<file path="config.mk">
export PLATFORM = sky130hd
export DESIGN_NAME = uart_irq_ident
export DESIGN_NICKNAME = d
export VERILOG_FILES = /design/src/rtl/uart_irq_pkg.sv /design/src/rtl/irq_sticky_cell.sv /design/src/rtl/irq_prio_enc.sv /design/src/rtl/uart_irq_ident.sv
export SDC_FILE = /design/constraint.sdc
export NUM_CORES = 1
export LEC_CHECK = 0
export BUFFER_PORTS_ARGS = -buffer_cell sky130_fd_sc_hd__buf_2
export CORE_UTILIZATION = 38
export CTS_BUF_LIST = sky130_fd_sc_hd__clkbuf_8
export CTS_CLUSTER_SIZE = 24
export DETAILED_ROUTE_END_ITERATION = 7
export PLACE_DENSITY = 0.84
export SLEW_MARGIN = 30
export SYNTH_ARGS = -nofsm -noshare
export SYNTH_HDL_FRONTEND = slang
export SYNTH_SLANG_ARGS = --single-unit
</file>
<file path="constraint.sdc">
create_clock -name clk_i -period 1.4 [get_ports clk_i]
set_input_delay 0.21 -clock clk_i [delete_from_list [all_inputs] [get_ports clk_i]]
set_output_delay 0.21 -clock clk_i [all_outputs]
set_load 0.03 [all_outputs]
</file>
<file path="src/rtl/uart_irq_pkg.sv">
package uart_irq_pkg;

   typedef enum logic [2:0] {
      ID_NONE   = 3'b000,
      ID_TXE    = 3'b001,
      ID_RXDATA = 3'b010,
      ID_LINE   = 3'b011,
      ID_RXTMO  = 3'b110
   } irq_id_e;

   localparam int SRC_LINE  = 0;
   localparam int SRC_TXE   = 1;
   localparam int SRC_ABOK  = 2;
   localparam int SRC_ABTMO = 3;
   localparam int N_STICKY  = 4;

endpackage

</file>
<file path="src/rtl/irq_sticky_cell.sv">
module irq_sticky_cell (
   input  logic clk_i,
   input  logic rst_ni,
   input  logic hold_i,
   input  logic set_i,
   input  logic clr_i,
   output logic flag_o
);

   logic flag_q;
   logic defer_q;

   always_ff @(posedge clk_i or negedge rst_ni) begin
      if (!rst_ni) begin
         flag_q  <= 1'b0;
         defer_q <= 1'b0;
      end else if (hold_i) begin
         flag_q  <= flag_q & ~clr_i;
         defer_q <= defer_q | set_i;
      end else begin
         flag_q  <= (flag_q & ~clr_i) | set_i | defer_q;
         defer_q <= 1'b0;
      end
   end

   assign flag_o = flag_q;

endmodule

</file>
<file path="src/rtl/irq_prio_enc.sv">
module irq_prio_enc
   import uart_irq_pkg::*;
(
   input  logic    line_i,
   input  logic    rxdata_i,
   input  logic    rxtmo_i,
   input  logic    txe_i,
   output irq_id_e code_o,
   output logic    pend_o
);

   always_comb begin
      if (line_i)        code_o = ID_LINE;
      else if (rxdata_i) code_o = ID_RXDATA;
      else if (rxtmo_i)  code_o = ID_RXTMO;
      else if (txe_i)    code_o = ID_TXE;
      else               code_o = ID_NONE;
   end

   assign pend_o = line_i | rxdata_i | rxtmo_i | txe_i;

endmodule

</file>
<file path="src/rtl/uart_irq_ident.sv">
module uart_irq_ident
   import uart_irq_pkg::*;
#(
   parameter int ID_W       = 32,
   parameter int N_ERR      = 4,
   parameter int FIFO_LSB   = 6,
   parameter int AB_OK_BIT  = 8,
   parameter int AB_TMO_BIT = 9
) (
   input  logic             clk_i,
   input  logic             rst_ni,
   input  logic [N_ERR-1:0] line_err_i,
   input  logic             rx_avail_i,
   input  logic             rx_tmo_i,
   input  logic             thre_i,
   input  logic             thr_wr_i,
   input  logic             ab_done_i,
   input  logic             ab_tmo_i,
   input  logic             ab_done_clr_i,
   input  logic             ab_tmo_clr_i,
   input  logic             en_line_i,
   input  logic             en_rxdata_i,
   input  logic             en_rxtmo_i,
   input  logic             en_txe_i,
   input  logic             en_abok_i,
   input  logic             en_abtmo_i,
   input  logic             fifo_en_i,
   input  logic             iir_rd_i,
   input  logic             lsr_rd_i,
   output logic             irq_o,
   output logic [ID_W-1:0]  id_word_o
);

   localparam int CODE_LSB = 1;
   localparam int CODE_W   = 3;
   localparam int FIFO_W   = 2;
   localparam int TOP_BIT  = (AB_TMO_BIT > AB_OK_BIT) ? AB_TMO_BIT : AB_OK_BIT;

   if (ID_W <= TOP_BIT) begin : g_bad_width
      $error("uart_irq_ident: ID_W too small for auto-baud bits");
   end
   if (N_ERR < 1) begin : g_bad_err
      $error("uart_irq_ident: N_ERR must be at least 1");
   end
   if (FIFO_LSB < CODE_LSB + CODE_W || FIFO_LSB + FIFO_W > AB_OK_BIT) begin : g_bad_fifo
      $error("uart_irq_ident: FIFO field overlaps another field");
   end

   logic                thre_d;
   logic [N_STICKY-1:0] set_v;
   logic [N_STICKY-1:0] clr_v;
   logic [N_STICKY-1:0] flag_v;
   irq_id_e             code;
   logic                pend;
   logic                irq_q;

   always_ff @(posedge clk_i or negedge rst_ni) begin
      if (!rst_ni) thre_d <= 1'b0;
      else         thre_d <= thre_i;
   end

   always_comb begin
      set_v            = '0;
      clr_v            = '0;
      set_v[SRC_LINE]  = en_line_i & (|line_err_i);
      clr_v[SRC_LINE]  = lsr_rd_i;
      set_v[SRC_TXE]   = en_txe_i & thre_i & ~thre_d;
      clr_v[SRC_TXE]   = thr_wr_i | (iir_rd_i & (code == ID_TXE));
      set_v[SRC_ABOK]  = en_abok_i & ab_done_i;
      clr_v[SRC_ABOK]  = ab_done_clr_i;
      set_v[SRC_ABTMO] = en_abtmo_i & ab_tmo_i;
      clr_v[SRC_ABTMO] = ab_tmo_clr_i;
   end

   for (genvar g = 0; g < N_STICKY; g++) begin : g_src
      irq_sticky_cell u_cell (
         .clk_i  (clk_i),
         .rst_ni (rst_ni),
         .hold_i (iir_rd_i),
         .set_i  (set_v[g]),
         .clr_i  (clr_v[g]),
         .flag_o (flag_v[g])
      );
   end

   irq_prio_enc u_enc (
      .line_i   (flag_v[SRC_LINE] & en_line_i),
      .rxdata_i (rx_avail_i & en_rxdata_i),
      .rxtmo_i  (rx_tmo_i & en_rxtmo_i),
      .txe_i    (flag_v[SRC_TXE] & en_txe_i),
      .code_o   (code),
      .pend_o   (pend)
   );

   always_comb begin
      id_word_o                                = '0;
      id_word_o[0]                             = ~pend;
      id_word_o[CODE_LSB +: CODE_W]            = code;
      id_word_o[FIFO_LSB +: FIFO_W]            = {FIFO_W{fifo_en_i}};
      id_word_o[AB_OK_BIT]                     = flag_v[SRC_ABOK];
      id_word_o[AB_TMO_BIT]                    = flag_v[SRC_ABTMO];
   end

   always_ff @(posedge clk_i or negedge rst_ni) begin
      if (!rst_ni) irq_q <= 1'b0;
      else         irq_q <= pend | flag_v[SRC_ABOK] | flag_v[SRC_ABTMO];
   end

   assign irq_o = irq_q;

endmodule

</file>
==> implementation parameters <==
Parameter                              Value

Status
  Result of the run    complete, but fails checks
  Failing checks    setup timing

Logic synthesis
  Mapped cell area    639 um^2
  Synth Area in Simple Gates    10.8%
  Area share of the largest cell type after synthesis    39.1%
  Parity-gate share of the synthesized area counting xor and xnor cells    0%
  Number of instances in the synthesized netlist    68
  Syn Area/Cell    9.40 um^2
  Main combinational cell family by area after synthesis    buffers and inverters
  Post-Synth Adder-Cell Area    0%
  Portion of netlist area occupied by mux cells    0%
  Yosys top cell by area    sky130_fd_sc_hd__dfrtp_1
  Synth unique cells    20
  Number of synthesized register bits    10
  Leading post-synthesis cells by cell area    sky130_fd_sc_hd__dfrtp_1, sky130_fd_sc_hd__buf_4, sky130_fd_sc_hd__nor2b_1, sky130_fd_sc_hd__o22ai_1, sky130_fd_sc_hd__a21oi_1
  Compound-Gate Fraction of Synth Area    13.7%
  Synth warnings    0
  Post-synthesis sequential area ratio    39.1%

Global routing
  Initial antenna violation count    0
  Remaining global-route overflow    0
  GRT Overall Usage    14.0%
  First-pass GRT wire length    1880 um
  Via count of the first global-routing pass    444
  Largest net degree at the start of global routing    11

Final layout
  Layout-stage area growth over the synthesis result    25.4%
  Nets    124
  Non-Filler Instances    116
  Most used cells in the layout excluding fill and tap cells    sky130_fd_sc_hd__buf_2, sky130_fd_sc_hd__conb_1, sky130_fd_sc_hd__dfrtp_1, sky130_fd_sc_hd__buf_4
  Antenna cells    0
  Most common cell after layout, fill and taps aside    sky130_fd_sc_hd__buf_2
  Post-route standard cell area excluding fillers    802 um^2
  Share of layout cells above drive strength 1    41.0%

Routing
  Routed length per instance    10.2 um
  Sum of routed wire length over all layers    1180 um
  Detailed-route vias per instance    4.32
  Starting DRC count in detailed routing    6
  Vias    501
  Pre-antenna DRT Iters    4
  Detail Route Antenna Nets    0
  DRC errors left    0

Die
  Overall die area    1850 um^2
  Chip height    43.0 um
  Placeable core region    1540 um^2
  Count of pins on the block boundary    56
  Std cell rows    14
  Initial standard-cell utilization of the core    41.5%
  DIE WIDTH    43.0 um

STA
  Achievable clock frequency    0.632 GHz
  RSZ-0062 raised after global routing    true
  Least setup slack across all paths after layout    -0.182 ns
  Setup violation total in the final timing report    2
  Clk_skew    0.00200 ns
  Fin crit period    1.58 ns
  Pins over their slew limit    0
  Share of the clock period used by the worst path after layout    113%
  Final hold viol count    0

Clock network
  Worst-path clk slew    0.05 ns
  Clock buffer count from CTS    3
  Sink Count    10
  H-tree lvl count    1
  Clock latency on the worst-skew pair    0.23 ns
  Clock tree from TritonCTS    built
  Clock tree buffer depth    2
  Clock root cell    sky130_fd_sc_hd__clkbuf_8

Worst setup path
  Critical path data required time    1.19 ns
  Kind of start point of the critical path    flip-flop
  Data arrival time of the critical path    1.37 ns
  Crit-path max cell delay    0.38 ns
  Peak fanout along the critical path    2
  Kind of critical path    reg2out
  Cell with the largest stage delay on the worst path    sky130_fd_sc_hd__dfrtp_1
  Cell-by-cell trace of the critical path    a222oi_1, buf_4, inv_4, a21oi_4, buf_6
  Sort of element at the end of the critical path    output port

Pwr
  Power per cell area    1190 nW/um^2
  Leakage power figure    0.000440 uW
  VDD IR max    568 uV

Placed design
  Post-place instance area    709 um^2
  Buffers added on ports    28
  Placer congestion estimate    0.675
  Cells after DPL    110
  Detailed placer's ending HPWL    990 um

Hold path
  Path category of the worst min-delay check    in2reg

Run
  Number of max-cap violations    0
[kinds of logic after synthesis]
kind of cell           Yosys count
buffers and inverters           33
other                            1
AND/OR/NAND/NOR                 11
flip-flops                      10
AO/OA/AOI/OAI                   13
[timing repair]
action	CTS	global route
gates resized for setup	2	7
pin swaps	1	2
hold buffers	1	0
setup endpoints to repair	2	4
endpoints found under the hold margin	10	0
buffers inserted	1	0
[synthesized netlist by cell type]
master and instances:
sky130_fd_sc_hd__a22o_1 1, sky130_fd_sc_hd__a21o_1 1, sky130_fd_sc_hd__dfrtp_1 10, sky130_fd_sc_hd__nor2b_1 4, sky130_fd_sc_hd__a222oi_1 1, sky130_fd_sc_hd__o21ai_0 1, sky130_fd_sc_hd__or4_4 1, sky130_fd_sc_hd__nand2_1 3
sky130_fd_sc_hd__nand2b_1 1, sky130_fd_sc_hd__o22ai_1 3, sky130_fd_sc_hd__a21oi_2 1, sky130_fd_sc_hd__a31oi_1 1, sky130_fd_sc_hd__inv_1 4, sky130_fd_sc_hd__inv_2 1, sky130_fd_sc_hd__a21oi_1 3, sky130_fd_sc_hd__a22oi_1 1
sky130_fd_sc_hd__and4_1 1, sky130_fd_sc_hd__conb_1 1, sky130_fd_sc_hd__nand4_1 1, sky130_fd_sc_hd__buf_4 28
[power by group]
part	total [uW]	internal (uW)	switching [uW]
combinational	274	84.5	189
sequential	324	313	10.9
clock	357	247	110
total	955	645	311
[worst max-delay path: cells and delay by family, from the launching register on]
family,cells,cell delay [ns]
AO/OA/AOI/OAI,2,0.41
flip-flops,1,0.38
buffers and inverters,3,0.36
[metal layers]
layer / up-vias / global-route usage, % / share of wire, % / wire length [um]
met5: - / 0 / 0 / 0
met2: 33 / 24.2 / 54 / 640
met4: 0 / 7.27 / 0.34 / 4
met1: 229 / 14.9 / 36 / 431
li1: 237 / - / - / -
met3: 2 / 4.68 / 8.9 / 105
[path summary, 6_finish.rpt]
kind	from	end	slack, ns	cells past startpoint
hold / removal	thre_i	thre_d$_DFF_PN0_	0.11	1
min in group asynchronous	rst_ni	g_src[2].u_cell.flag_o$_DFF_PN0_	0.36	2
hold reg to reg	g_src[2].u_cell.flag_o$_DFF_PN0_	irq_o$_DFF_PN0_	0.48	2
setup / recovery	g_src[0].u_cell.flag_o$_DFF_PN0_	id_word_o[0]	-0.18	5
max in group asynchronous	rst_ni	g_src[0].u_cell.flag_o$_DFF_PN0_	0.85	2
setup reg to reg	g_src[0].u_cell.flag_o$_DFF_PN0_	g_src[1].u_cell.flag_o$_DFF_PN0_	0.13	5
[registers in the layout, indices dropped and copies added, names as in the netlist]
register / flops
g_src.u_cell.defer_q: 4
g_src.u_cell.flag_o: 4
irq_o: 1
thre_d: 1
[through the flow]
stage | setup WS [ns] | power, uW | hold slack (ns) | utilization (%) | TNS [ns]
floorplan | -0.0868 | 573 | -0.0856 | - | -0.0868
global placement | 0.0197 | 578 | 0.0755 | 46.0 | 0
detailed placement | -0.0386 | 585 | 0.0830 | 46.0 | -0.0386
CTS | -0.204 | 956 | 0.104 | 51.1 | -0.329
global route | -0.266 | 1010 | 0.0983 | 52.0 | -0.461
finish | -0.182 | 955 | 0.106 | 52.0 | -0.288
[layout make-up]
| type | instances | area [um^2] |
|---|---|---|
| well taps | 16 | 20.0 |
| clock buffers | 4 | 55.1 |
| repair buffers | 33 | 195 |
| inverters | 5 | 21.3 |
| multi-input cells | 48 | 260 |
| flip-flops and latches | 10 | 250 |
| fillers | 148 | 739 |
Power figures use the tool's default switching activity.
